## src/rtl/dual_dac_cmd_pkg.sv

```systemverilog
package dual_dac_cmd_pkg;

  localparam int OP_W = 4;

  typedef enum logic [OP_W-1:0] {
    OP_IDLE     = 4'b0000,
    OP_STAGE_A  = 4'b0001,
    OP_STAGE_B  = 4'b0010,
    OP_PUSH     = 4'b1000,
    OP_STAGE_PA = 4'b1001,
    OP_STAGE_PB = 4'b1010,
    OP_WAKE     = 4'b1101,
    OP_SLEEP    = 4'b1110,
    OP_BOTH     = 4'b1111
  } op_e;

  function automatic logic op_writes_a(input logic [OP_W-1:0] op);
    return (op == OP_STAGE_A) || (op == OP_STAGE_PA) || (op == OP_BOTH);
  endfunction

  function automatic logic op_writes_b(input logic [OP_W-1:0] op);
    return (op == OP_STAGE_B) || (op == OP_STAGE_PB) || (op == OP_BOTH);
  endfunction

  function automatic logic op_pushes(input logic [OP_W-1:0] op);
    return (op == OP_PUSH) || (op == OP_STAGE_PA) || (op == OP_STAGE_PB) ||
           (op == OP_BOTH);
  endfunction

  function automatic logic op_wakes(input logic [OP_W-1:0] op);
    return op_pushes(op) || (op == OP_WAKE);
  endfunction

  function automatic logic op_sleeps(input logic [OP_W-1:0] op);
    return op == OP_SLEEP;
  endfunction

  function automatic logic op_inert(input logic [OP_W-1:0] op);
    return !(op_writes_a(op) || op_writes_b(op) || op_wakes(op) || op_sleeps(op));
  endfunction

endpackage

```

## src/rtl/dual_dac_cmd_sync.sv

```systemverilog
module dual_dac_cmd_sync #(
  parameter int              WIDTH   = 3,
  parameter int              STAGES  = 2,
  parameter logic [WIDTH-1:0] RST_VAL = '0
) (
  input  logic             clk,
  input  logic             rst_n,
  input  logic [WIDTH-1:0] async_i,
  output logic [WIDTH-1:0] sync_o
);

  for (genvar b = 0; b < WIDTH; b++) begin : g_bit
    logic [STAGES-1:0] chain_q;
    always_ff @(posedge clk or negedge rst_n) begin
      if (!rst_n) chain_q <= {STAGES{RST_VAL[b]}};
      else if (STAGES == 1) chain_q <= async_i[b];
      else chain_q <= {chain_q[STAGES-2:0], async_i[b]};
    end
    assign sync_o[b] = chain_q[STAGES-1];
  end

endmodule

```

## src/rtl/dual_dac_cmd_shift.sv

```systemverilog
module dual_dac_cmd_shift #(
  parameter int WORD_W = 16,
  parameter int HEAD_W = 14
) (
  input  logic              clk,
  input  logic              rst_n,
  input  logic              cs_n_s,
  input  logic              sck_s,
  input  logic              din_s,
  output logic              exec_stb,
  output logic [HEAD_W-1:0] head_o
);

  localparam int CNT_W = $clog2(WORD_W + 1);
  localparam logic [CNT_W-1:0] FULL = CNT_W'(WORD_W);

  logic              cs_prev_q, sck_prev_q;
  logic [WORD_W-1:0] shreg_q;
  logic [CNT_W-1:0]  bit_cnt_q;

  logic cs_rise, cs_fall, sck_rise, shift_en, frame_full;

  assign cs_rise    = cs_n_s && !cs_prev_q;
  assign cs_fall    = !cs_n_s && cs_prev_q;
  assign sck_rise   = sck_s && !sck_prev_q;
  assign shift_en   = sck_rise && !cs_n_s;
  assign frame_full = (bit_cnt_q == FULL);

  always_ff @(posedge clk or negedge rst_n) begin
    if (!rst_n) begin
      cs_prev_q  <= 1'b1;
      sck_prev_q <= 1'b0;
    end else begin
      cs_prev_q  <= cs_n_s;
      sck_prev_q <= sck_s;
    end
  end

  always_ff @(posedge clk or negedge rst_n) begin
    if (!rst_n) begin
      shreg_q   <= '0;
      bit_cnt_q <= '0;
    end else if (cs_fall) begin
      bit_cnt_q <= '0;
    end else if (shift_en) begin
      shreg_q <= {shreg_q[WORD_W-2:0], din_s};
      if (!frame_full) bit_cnt_q <= bit_cnt_q + 1'b1;
    end
  end

  assign exec_stb = cs_rise && frame_full;
  assign head_o   = shreg_q[WORD_W-1 -: HEAD_W];


  cnt_bound_chk: assert property (@(posedge clk) disable iff (!rst_n)
    bit_cnt_q <= FULL);


  idle_shift_chk: assert property (@(posedge clk) disable iff (!rst_n)
    (cs_n_s && !cs_fall) |=> $stable(shreg_q));

endmodule

```

## src/rtl/dual_dac_cmd_regs.sv

```systemverilog
module dual_dac_cmd_regs
  import dual_dac_cmd_pkg::*;
#(
  parameter int DATA_W = 10
) (
  input  logic              clk,
  input  logic              rst_n,
  input  logic              exec_stb,
  input  logic [OP_W-1:0]   op_i,
  input  logic [DATA_W-1:0] data_i,
  output logic [DATA_W-1:0] out_a_o,
  output logic [DATA_W-1:0] out_b_o,
  output logic              asleep_o
);

  logic [DATA_W-1:0] stg_a_q, stg_b_q, out_a_q, out_b_q;
  logic [DATA_W-1:0] stg_a_d, stg_b_d;
  logic              asleep_q;
  logic              wr_a, wr_b, push, wake, sleep;

  assign wr_a  = exec_stb && op_writes_a(op_i);
  assign wr_b  = exec_stb && op_writes_b(op_i);
  assign push  = exec_stb && op_pushes(op_i);
  assign wake  = exec_stb && op_wakes(op_i);
  assign sleep = exec_stb && op_sleeps(op_i);

  always_comb begin
    stg_a_d = wr_a ? data_i : stg_a_q;
    stg_b_d = wr_b ? data_i : stg_b_q;
  end

  always_ff @(posedge clk or negedge rst_n) begin
    if (!rst_n) begin
      stg_a_q  <= '0;
      stg_b_q  <= '0;
      out_a_q  <= '0;
      out_b_q  <= '0;
      asleep_q <= 1'b1;
    end else begin
      stg_a_q <= stg_a_d;
      stg_b_q <= stg_b_d;
      if (push) begin
        out_a_q <= stg_a_d;
        out_b_q <= stg_b_d;
      end
      if (sleep)     asleep_q <= 1'b1;
      else if (wake) asleep_q <= 1'b0;
    end
  end

  assign out_a_o  = out_a_q;
  assign out_b_o  = out_b_q;
  assign asleep_o = asleep_q;


  no_stray_change_chk: assert property (@(posedge clk) disable iff (!rst_n)
    !exec_stb |=> $stable({stg_a_q, stg_b_q, out_a_q, out_b_q, asleep_q}));


  reserved_inert_chk: assert property (@(posedge clk) disable iff (!rst_n)
    (exec_stb && op_inert(op_i)) |=>
      $stable({stg_a_q, stg_b_q, out_a_q, out_b_q, asleep_q}));


  stage_only_chk: assert property (@(posedge clk) disable iff (!rst_n)
    (exec_stb && (op_i == OP_STAGE_A || op_i == OP_STAGE_B)) |=>
      $stable({out_a_q, out_b_q, asleep_q}));


  sleep_enter_chk: assert property (@(posedge clk) disable iff (!rst_n)
    (exec_stb && op_i == OP_SLEEP) |=> (asleep_q && $stable({out_a_q, out_b_q})));


  wake_exit_chk: assert property (@(posedge clk) disable iff (!rst_n)
    (exec_stb && (op_i == OP_PUSH || op_i == OP_WAKE || op_i == OP_BOTH)) |=> !asleep_q);

endmodule

```

## src/rtl/dual_dac_cmd.sv

```systemverilog
module dual_dac_cmd
  import dual_dac_cmd_pkg::*;
#(
  parameter int DATA_W      = 10,
  parameter int PAD_W       = 2,
  parameter int SYNC_STAGES = 2
) (
  input  logic              clk,
  input  logic              rst_n,
  input  logic              ser_cs_n,
  input  logic              ser_clk,
  input  logic              ser_din,
  output logic [DATA_W-1:0] dac_a_code,
  output logic [DATA_W-1:0] dac_b_code,
  output logic              out_en_a,
  output logic              out_en_b,
  output logic              sleeping
);

  localparam int HEAD_W = OP_W + DATA_W;
  localparam int WORD_W = HEAD_W + PAD_W;

  logic [2:0]        sync_v;
  logic              exec_stb, asleep;
  logic [HEAD_W-1:0] head;

  dual_dac_cmd_sync #(
    .WIDTH  (3),
    .STAGES (SYNC_STAGES),
    .RST_VAL(3'b100)
  ) u_sync (
    .clk    (clk),
    .rst_n  (rst_n),
    .async_i({ser_cs_n, ser_clk, ser_din}),
    .sync_o (sync_v)
  );

  dual_dac_cmd_shift #(
    .WORD_W(WORD_W),
    .HEAD_W(HEAD_W)
  ) u_shift (
    .clk     (clk),
    .rst_n   (rst_n),
    .cs_n_s  (sync_v[2]),
    .sck_s   (sync_v[1]),
    .din_s   (sync_v[0]),
    .exec_stb(exec_stb),
    .head_o  (head)
  );

  dual_dac_cmd_regs #(
    .DATA_W(DATA_W)
  ) u_regs (
    .clk     (clk),
    .rst_n   (rst_n),
    .exec_stb(exec_stb),
    .op_i    (head[HEAD_W-1 -: OP_W]),
    .data_i  (head[DATA_W-1:0]),
    .out_a_o (dac_a_code),
    .out_b_o (dac_b_code),
    .asleep_o(asleep)
  );

  assign sleeping = asleep;
  assign out_en_a = !asleep;
  assign out_en_b = !asleep;


  sleep_hiz_chk: assert property (@(posedge clk) disable iff (!rst_n)
    sleeping |-> (!out_en_a && !out_en_b));

endmodule

```

## config.mk

```make
export PLATFORM = sky130hd
export DESIGN_NAME = dual_dac_cmd
export DESIGN_NICKNAME = d
export VERILOG_FILES = /design/src/rtl/dual_dac_cmd_pkg.sv /design/src/rtl/dual_dac_cmd_sync.sv /design/src/rtl/dual_dac_cmd_shift.sv /design/src/rtl/dual_dac_cmd_regs.sv /design/src/rtl/dual_dac_cmd.sv
export SDC_FILE = /design/constraint.sdc
export NUM_CORES = 1
export LEC_CHECK = 0
export ABC_AREA = 1
export BUFFER_PORTS_ARGS = -buffer_cell sky130_fd_sc_hd__buf_4
export CAP_MARGIN = 20
export CORE_MARGIN = 2
export CORE_UTILIZATION = 58
export CTS_CLUSTER_DIAMETER = 50
export DETAILED_ROUTE_END_ITERATION = 7
export MAX_ROUTING_LAYER = met4
export PLACE_DENSITY = 0.79
export RECOVER_POWER = 50
export SLEW_MARGIN = 10
export SYNTH_ARGS = -nofsm -noshare
export SYNTH_HDL_FRONTEND = slang
export SYNTH_SLANG_ARGS = --single-unit
```

## constraint.sdc

```tcl
create_clock -name clk -period 1.9 [get_ports clk]
set_input_delay 0.285 -clock clk [delete_from_list [all_inputs] [get_ports clk]]
set_output_delay 0.285 -clock clk [all_outputs]
set_load 0.01 [all_outputs]
```

* Yosys cells after proc, flatten, opt, wreduce, memory -nomap -nowiden
Index checks and enable logic that the tools add are counted.
Cells by class: $add $sub $neg 1, bitwise logic cells 1, multiplexer cells 7, reductions and logical operators 26, eq/ne operators 10
Operators by type and width (count):
- equality test 4 bit, second input constant | 6
- two-way mux 10 bit | 2
- two-way mux 5 bit | 3
- logical AND 1 bit | 10
- logical OR 1 bit | 8
- adder 5 x 1 -> 5 bit, second input constant | 1
- equality test 5 bit, second input constant | 1
- equality test 4 x 1 -> 1 bit, second input constant | 1
- equality test 4 x 2 -> 1 bit, second input constant | 1
- zero test 1 bit | 4
- AND reduction 2 bit | 2
- nonzero test 2 bit | 2
- two-way mux 1 bit | 2
- inequality test 2 x 1 -> 1 bit, second input constant | 1
- inverter 1 bit | 1
Storage, ports and cells: input bits 5, word-level logic and storage cells 57, bits in registers 70

* Longest topological paths before layout
Gate-level depths: netlist (run 1).
depth after elaboration 8, mapped depth 11, depth with buffers taken out 10

* Cells and area by module
From an unflattened synthesis (run 1), not the netlist that was laid out.
Unflattened totals: cells, all modules 358, area total of the unflattened synthesis 3368.2 um^2
Modules (own cells, without submodules):
- dual_dac_cmd_regs | instances 1, area each 1974.4 um^2, seq. area each 1027.2 um^2, cells an instance 223
- dual_dac_cmd_shift | instances 1, area each 1207.4 um^2, seq. area each 576.8 um^2, cells an instance 124
- dual_dac_cmd_sync | instances 1, area each 175.2 um^2, seq. area each 152.6 um^2, cells an instance 9
- dual_dac_cmd | instances 1, area each 11.3 um^2, seq. area each 0.0 um^2, cells an instance 2

* Worst setup path before layout (run 1)
No wires, ideal clock.
kind reg2reg, start register u_shift.bit_cnt_q[0], end register u_regs.stg_a_q[1], path slack 0.495 ns, clock period less this slack 1.405 ns, stages on the path, launching flop included 10, path buffers 1, setup time 0.119 ns, arrival time 1.286 ns, path through dfrtp_1 > inv_1 > ha_1 > nand2_1 > inv_1 > nand2_2 > nor2_8 > buf_6 > nand3_2 > and2_1
On the way: word-level cells in the longest chain between the ends 4
Ends and longest elaborated chain:
- start: declaration | line dual_dac_cmd_shift.sv:19 | logic [CNT_W-1:0] bit_cnt_q;
- start signal: assignment | line dual_dac_cmd_shift.sv:47 | if (!frame_full) bit_cnt_q <= bit_cnt_q + 1'b1;
- equality test 5 bit | line dual_dac_cmd_shift.sv:27 | assign frame_full = (bit_cnt_q == FULL);
- logical AND 1 bit | line dual_dac_cmd_shift.sv:51 | assign exec_stb = cs_rise && frame_full;
- logical AND 1 bit | line dual_dac_cmd_regs.sv:21 | assign wr_a = exec_stb && op_writes_a(op_i);
- two-way mux 10 bit | line dual_dac_cmd_regs.sv:28 | stg_a_d = wr_a ? data_i : stg_a_q;
- via u_regs.stg_a_d[1] | line dual_dac_cmd_regs.sv:17 | logic [DATA_W-1:0] stg_a_d, stg_b_d;
- end signal: assignment | line dual_dac_cmd_regs.sv:40 | stg_a_q <= stg_a_d;
- end: declaration | line dual_dac_cmd_regs.sv:16 | logic [DATA_W-1:0] stg_a_q, stg_b_q, out_a_q, out_b_q;
The timed path passes the listed nets, and every way through them passes these cells. A chain may end at the register's enable or synchronous reset.

* Worst setup path after layout (run 1)
start register u_shift.bit_cnt_q[0], end register u_regs.out_b_q[5], in the netlist u_regs.out_b_o[5]
On the way: word-level cells in the longest chain between the ends 4, elaborated cells between the ends (all ways) 5, those cells by class 1 x eq/ne; 1 x mux; 3 x reduce/logical
Ends and longest elaborated chain:
- equality test 5 bit (*) | line dual_dac_cmd_shift.sv:27
- logical AND 1 bit (*) | line dual_dac_cmd_shift.sv:51
- logical AND 1 bit | line dual_dac_cmd_regs.sv:22 | assign wr_b = exec_stb && op_writes_b(op_i);
- two-way mux 10 bit | line dual_dac_cmd_regs.sv:29 | stg_b_d = wr_b ? data_i : stg_b_q;
- end signal: assignment | line dual_dac_cmd_regs.sv:44 | out_b_q <= stg_b_d;
- end: declaration | line dual_dac_cmd_regs.sv:16
Every way passes the cells marked *; elsewhere a longest branch is shown, timed or not.

==> results.json, run 1 <==
{
  "status": "finished clean",
  "first_global_vias": 2063,
  "grt_use_met3": 0.0450,
  "numPortBuffers": 27,
  "gp_congestion": 0.807,
  "route.detailed.drc": 0,
  "clock-sinks": 70,
  "vias": 2144,
  "synth-main-ff-cell": "dfrtp_1",
  "dp.final_hpwl_um": 3540,
  "tns_ns": 0,
  "drive_gt1_frac": 0.178,
  "setup_viol": 0,
  "multiInputGateArea_um2": 1010,
  "switching_share": 0.250,
  "instances_no_fill": 435,
  "dp.cells": 418,
  "whs_path_depth": 1,
  "async_flop_share": 1.00,
  "synth_edf_count": 0,
  "coreArea_um2": 5070,
  "synth_seq_cells": 70,
  "worstHoldStart": "ser_cs_n",
  "end_kind": "flip-flop",
  "avgSynthCellArea_um2": 9.20,
  "clkPwrFrac": 0.390,
  "ys_types": 25,
  "seq_power_share": 0.538,
  "period_share": 0.885,
  "drv_cap": 0,
  "postCtsSetupRepairBufs": 0,
  "use_met2": 0.303,
  "antenna_found_initial": 0,
  "r2r_setup_slack_ns": 0.22,
  "insertedDiodeCount": 0,
  "fp.dieArea_um2": 5800,
  "root_buffer": "clkbuf_8",
  "reg2reg_depth": 10,
  "layout.nets": 367,
  "syn_to_final_growth_pct": 14.8,
  "synth_area_um2": 3020,
  "comb_power_share": 0.071,
  "clock_path_buffers": 2,
  "seqCellArea_um2": 1760,
  "ant_nets": 0,
  "rsz0062_at_grt": "false",
  "first_iter_violations": 140,
  "grtUsageTotal": 0.214,
  "critPathKind": "flip-flop to flip-flop",
  "grt_overflow_total": 0,
  "synth-warning-count": 0,
  "fin_crit_ns": 1.68,
  "hold_path_class": "primary input to flip-flop",
  "ir_worst_vdd_v": 0.000481,
  "arrival_ns": 1.97,
  "ios": 28,
  "yosysTopAreaCell": "dfrtp_1",
  "hold_viol": 0,
  "busiest_layer": "met2",
  "fin_skew_ns": 0.00901,
  "start_util": 0.595,
  "syn_nets": 335,
  "grt_util_met1": 0.292,
  "report.final.slew_viol_count": 0,
  "powerDensity_nw_per_um2": 878,
  "nFillCells": 410,
  "worst_slew_pin_slew_ns": 0.878,
  "cts.htree.levels": 3,
  "grt_max_degree": 37,
  "p_switching_mw": 0.760,
  "wire_per_inst_um": 12.3,
  "synth_cells": 328,
  "seq_area_frac_synth": 0.582,
  "viasPerCell": 4.93,
  "clk_pin_slew_ns": 0.07,
  "crit_fanout": 20,
  "dr.pass1.iters": 4,
  "slew_headroom": 0.415,
  "grt_pass1_wl_um": 9450,
  "crit-reg2reg-capture": "u_regs.out_b_o[5]",
  "rows": 26,
  "startpoint_type": "flip-flop",
  "post-synth-top-area-fraction": 0.547,
  "critPathRequiredTime_ns": 2.19,
  "worstSkewPairLatency_ns": 0.35,
  "cts_tree": "built",
  "cts_buffers": 9,
  "p_leak_nw": 1.84,
  "whs_endpoint": "u_sync.g_bit[2].chain_q[0]",
  "die_w_um": 76.2,
  "die_y_um": 76.2,
  "fin_hold_ws_ns": 0.0472,
  "reg2reg_from": "u_shift.bit_cnt_q[0]",
  "yosys-top-cells-area": "dfrtp_1, nand2_1, nand3_1",
  "intPower_mw": 2.29,
  "fmax_mhz": 595,
  "wl_um": 5360
}
==> cells in the final DEF, fill, tap and decap left out, types with 3 or more instances in the layout <==
master    synthesis  routed
nand3_1          41      41
clkbuf_8          0      10
dfstp_2           4       3
dfrtp_1          66      66
clkbuf_1          3       3
inv_1            42      42
buf_4             3      24
nand2_1          98      98
clkbuf_4          0       3
nand3_2           8       8
o21ai_0          19      19
clkinv_2          0       4
nand2_2           4       4
and2_1           20      20
==> through the flow <==
step                      power (mW)  utilization  area [um2]  worst slack [ns]
final                           3.05        0.683        3470             0.218
after global placement          1.87        0.644        3270             0.230
after CTS                       3.07        0.686        3480             0.143
after global routing            3.18        0.683        3470            0.0390
after floorplan                 1.80            -        3020             0.495
after detailed placement        1.89        0.644        3270             0.186
==> worst max-delay path by stage <==
| stage | depth (start not counted) | slack (ns) | start | endpoint |
|---|---|---|---|---|
| 4_1_cts | 10 | 0.14 | u_shift.bit_cnt_q[0] | u_regs.out_b_o[8] |
| 3_5_place_dp | 10 | 0.19 | u_shift.bit_cnt_q[0] | u_regs.out_a_o[2] |
| 2_1_floorplan | 9 | 0.49 | u_shift.bit_cnt_q[0] | u_regs.stg_a_q[1] |
| 3_3_place_gp | 10 | 0.23 | u_shift.bit_cnt_q[0] | u_regs.out_b_o[5] |
| 5_1_grt | 10 | 0.04 | u_shift.bit_cnt_q[0] | u_regs.out_b_o[5] |
| 6_report | 10 | 0.22 | u_shift.bit_cnt_q[0] | u_regs.out_b_o[5] |
==> critical path, stage by stage (launching register included) <==
cell      delay (ns)
dfrtp_1         0.41
inv_1           0.09
ha_1            0.14
nand2_1         0.04
inv_1           0.06
nand2_2         0.09
nor2_8          0.24
nand2_2         0.09
clkinv_2        0.24
nand3_1         0.14
nand2_1         0.07
==> synth_stat cells, types with 3 or more instances <==
cell type  instances
nand2_1           98
dfrtp_1           66
inv_1             42
nand3_1           41
and2_1            20
o21ai_0           19
nand3_2            8
buf_6              4
dfstp_2            4
nand2_2            4
buf_4              3
clkbuf_1           3
==> repair_timing <==
| item | CTS | global route |
|---|---|---|
| endpoints found under the hold margin | 34 | 0 |
| setup endpoints to repair | 0 | 8 |
| hold buffers | 1 | 0 |
| gates resized for setup | 0 | 1 |
==> registers in the layout, summed over array words and instances (netlist names) <==
register,cells
u_regs.stg_a_q,10
u_shift.cs_prev_q,1
u_regs.asleep_o,1
u_shift.shreg_q,16
u_shift.sck_prev_q,1
u_regs.out_a_o,10
u_regs.out_b_o,10
u_shift.bit_cnt_q,5
u_regs.stg_b_q,10
u_sync.g_bit.chain_q,6
==> routing by layer <==
layer / vias to the layer above / part of all wire
li1: 1079 / -
met1: 1014 / 0.49
met2: 38 / 0.45
met3: 13 / 0.036
met4: 0 / 0.020
met5: - / 0
==> final cells by class <==
cell class,count,share of cell area
repair buffers,33,0.0718
inverters,43,0.0469
multi-input cells,203,0.292
flip-flops and latches,70,0.507
well taps,70,0.0253
clock buffers,10,0.0397
clock inverters,6,0.0177
==> cell families (layout without fill, tap and decap cells) <==
kind of cell             after synthesis  in the layout  share of synthesized area
adder cells (fa/ha/maj)                2              2                    0.00829
flip-flops                            70             70                      0.582
AND/OR/NAND/NOR                      177            177                      0.283
AO/OA/AOI/OAI                         22             22                     0.0377
XOR/XNOR                               2              2                    0.00580
buffers and inverters                 55             92                     0.0829
==> power by group through the flow <==
stage | registers, mW | clock network [mW] | logic, mW
finish | 1.64 | 1.19 | 0.217
detailed placement | 1.67 | 0 | 0.219
global route | 1.65 | 1.27 | 0.256
global placement | 1.66 | 0 | 0.210
floorplan | 1.65 | 0 | 0.146
CTS | 1.64 | 1.20 | 0.221
(Power assumes the default switching activity.)
==> inputs of run 2 (changes only) <==
- ABC_AREA: 1 -> 0
- PLACE_DENSITY: 0.79 -> default
- PLACE_DENSITY_LB_ADDON: default -> 0.15
==> results.json, run 2 <==
{
  "status": "finished with violations",
  "violations": "negative setup slack",
  "p_leak_nw": 1.75,
  "fin_crit_ns": 1.91,
  "final_area_um2": 3490,
  "synth-warning-count": 0,
  "clock_path_buffers": 2,
  "pre_cts_slack_ns": -0.0534,
  "instances_no_fill": 317,
  "synth-main-ff-cell": "dfrtp_1",
  "fp.dieArea_um2": 5480,
  "hold_path_class": "primary input to flip-flop",
  "numPortBuffers": 27,
  "cts_buffers": 9,
  "synth_seq_cells": 70,
  "root_buffer": "clkbuf_8",
  "period_share": 1.01,
  "viasPerCell": 5.35,
  "critPathKind": "flip-flop to flip-flop",
  "wl_um": 5060,
  "synth_area_um2": 2840,
  "wire_per_inst_um": 16.0,
  "grt_max_degree": 43,
  "synth_simple_gate_area_frac": 0.0731,
  "first_iter_violations": 109,
  "nFillCells": 311,
  "layout_setup_ws_ns": -0.0135,
  "powerDensity_nw_per_um2": 803,
  "ios": 28,
  "regMostFlops": "u_shift.shreg_q",
  "ant_nets": 0,
  "synthAdderAreaFrac": 0.00880,
  "seqCellArea_um2": 1760,
  "first_global_vias": 1739,
  "worstSkewPairLatency_ns": 0.34,
  "yosys.cell_count.top_type": "dfrtp_1",
  "synth_edf_count": 0,
  "layout_common_cells": "dfrtp_1, buf_4, mux2_2",
  "async_flop_share": 1.00,
  "ir_worst_vdd_v": 0.000718,
  "layout.nets": 252,
  "grt_overflow_total": 0,
  "die_w_um": 74.0,
  "synth_compound_area_frac": 0.0396,
  "ys_types": 32,
  "final_common_cell": "dfrtp_1",
  "die_y_um": 74.0,
  "synthXorXnorAreaFrac": 0.0123,
  "setup_viol": 10,
  "dp.cells": 294,
  "report.final.slew_viol_count": 0,
  "slew_headroom": 0.544,
  "largest_register_ffs": 16,
  "antenna_found_initial": 0,
  "dr.pass1.iters": 4,
  "route.detailed.drc": 0,
  "syn_to_final_growth_pct": 22.9,
  "gp_congestion": 0.806,
  "rows": 25,
  "insertedDiodeCount": 0,
  "drv_cap": 0,
  "clock-sinks": 70,
  "fin_skew_ns": 0.00721,
  "yosysTopAreaCell": "dfrtp_1",
  "multiInputGateArea_um2": 1010,
  "placed_area_um2": 3270,
  "vias": 1695,
  "start_util": 0.602,
  "worst_slew_pin_slew_ns": 0.684,
  "end_kind": "flip-flop",
  "grtUsageTotal": 0.216,
  "tns_ns": -0.0961,
  "hold_viol": 0,
  "synth_mux_area_frac": 0.217,
  "synth_cells": 189,
  "rsz0062_at_grt": "true",
  "yosys-top-cells-area": "dfrtp_1, mux2_2, mux2_4",
  "post-synth-top-area-fraction": 0.581,
  "arrival_ns": 2.14,
  "crit_fanout": 7,
  "clk_pin_slew_ns": 0.07,
  "cts.htree.levels": 3,
  "dp.final_hpwl_um": 3510,
  "coreArea_um2": 4720,
  "synth_top_family_by_area": "multiplexers",
  "critPathRequiredTime_ns": 2.13,
  "syn_nets": 196,
  "seq_area_frac_synth": 0.618,
  "synth.top_cells.by_count": "dfrtp_1, mux2_2, mux2_4",
  "avgSynthCellArea_um2": 15.0,
  "drive_gt1_frac": 0.512,
  "grt_pass1_wl_um": 8260,
  "startpoint_type": "flip-flop",
  "fmax_mhz": 523,
  "cts_tree": "built"
}
## run 2: worst max-delay path, cell delays in order (launching register included)
cell and delay, ns:
dfrtp_1 0.39, inv_2 0.09, ha_4 0.13, and4bb_4 0.24, o2111a_2 0.24, buf_12 0.14, mux2_4 0.31, mux2_4 0.25
## run 2: logic make-up (layout without fill, tap and decap cells)
logic type,after synthesis,in the layout
buffers and inverters,14,75
adder cells (fa/ha/maj),2,2
AO/OA/AOI/OAI,13,13
flip-flops,70,70
multiplexers,48,48
AND/OR/NAND/NOR,38,38
XOR/XNOR,4,4
## run 2: final timing paths
path                                            start  cells past startpoint  slack [ns]                         end
setup / recovery                 u_shift.bit_cnt_q[0]                      7       -0.01           u_regs.out_a_o[6]
hold / removal                               ser_cs_n                      1        0.05  u_sync.g_bit[2].chain_q[0]
setup reg to reg                 u_shift.bit_cnt_q[0]                      7       -0.01           u_regs.out_a_o[6]
hold reg to reg            u_sync.g_bit[1].chain_q[0]                      0        0.35  u_sync.g_bit[1].chain_q[1]
max in group asynchronous                       rst_n                      3        0.32  u_sync.g_bit[2].chain_q[0]
min in group asynchronous                       rst_n                      2        0.51           u_regs.stg_b_q[9]
## run 2: timing repair
action,4_1_cts,5_1_grt
hold buffers,1,0
gates resized for setup,3,1
hold endpoints to repair,27,0
pin swaps,1,0
buffers inserted,2,4
endpoints found under the setup margin,13,16
gates cloned,0,0
## run 2: cell type report
| type | instances | share of cell area |
|---|---|---|
| Clock buffer | 11 | 0.0405 |
| Timing Repair Buffer | 55 | 0.130 |
| Inverter | 4 | 0.00430 |
| Clock inverter | 5 | 0.00967 |
| Tap cell | 67 | 0.0240 |
| Multi-Input combinational cell | 105 | 0.289 |
| Sequential cell | 70 | 0.503 |
## run 2: power by group
group	switching (mW)	internal (mW)
Sequential	0.0448	1.55
Clock	0.541	0.509
Combinational	0.0739	0.0912
Total	0.659	2.15
## run 2: per-layer routing
metal  up-vias  global-route usage  wire (um)
li1        775                   -          -
met1       874               0.246       2080
met2        38               0.341       2670
met3         8              0.0854        240
met4         0              0.0909         69
met5         -                   -          0
## run 2: through the flow
stage                     utilization  total power, mW  hold slack, ns
after floorplan                     -             1.68         -0.0106
after global placement          0.693             1.75           0.224
after detailed placement        0.693             1.77           0.232
after CTS                       0.737             2.83          0.0374
after global routing            0.740             2.94          0.0242
final                           0.740             2.81          0.0536
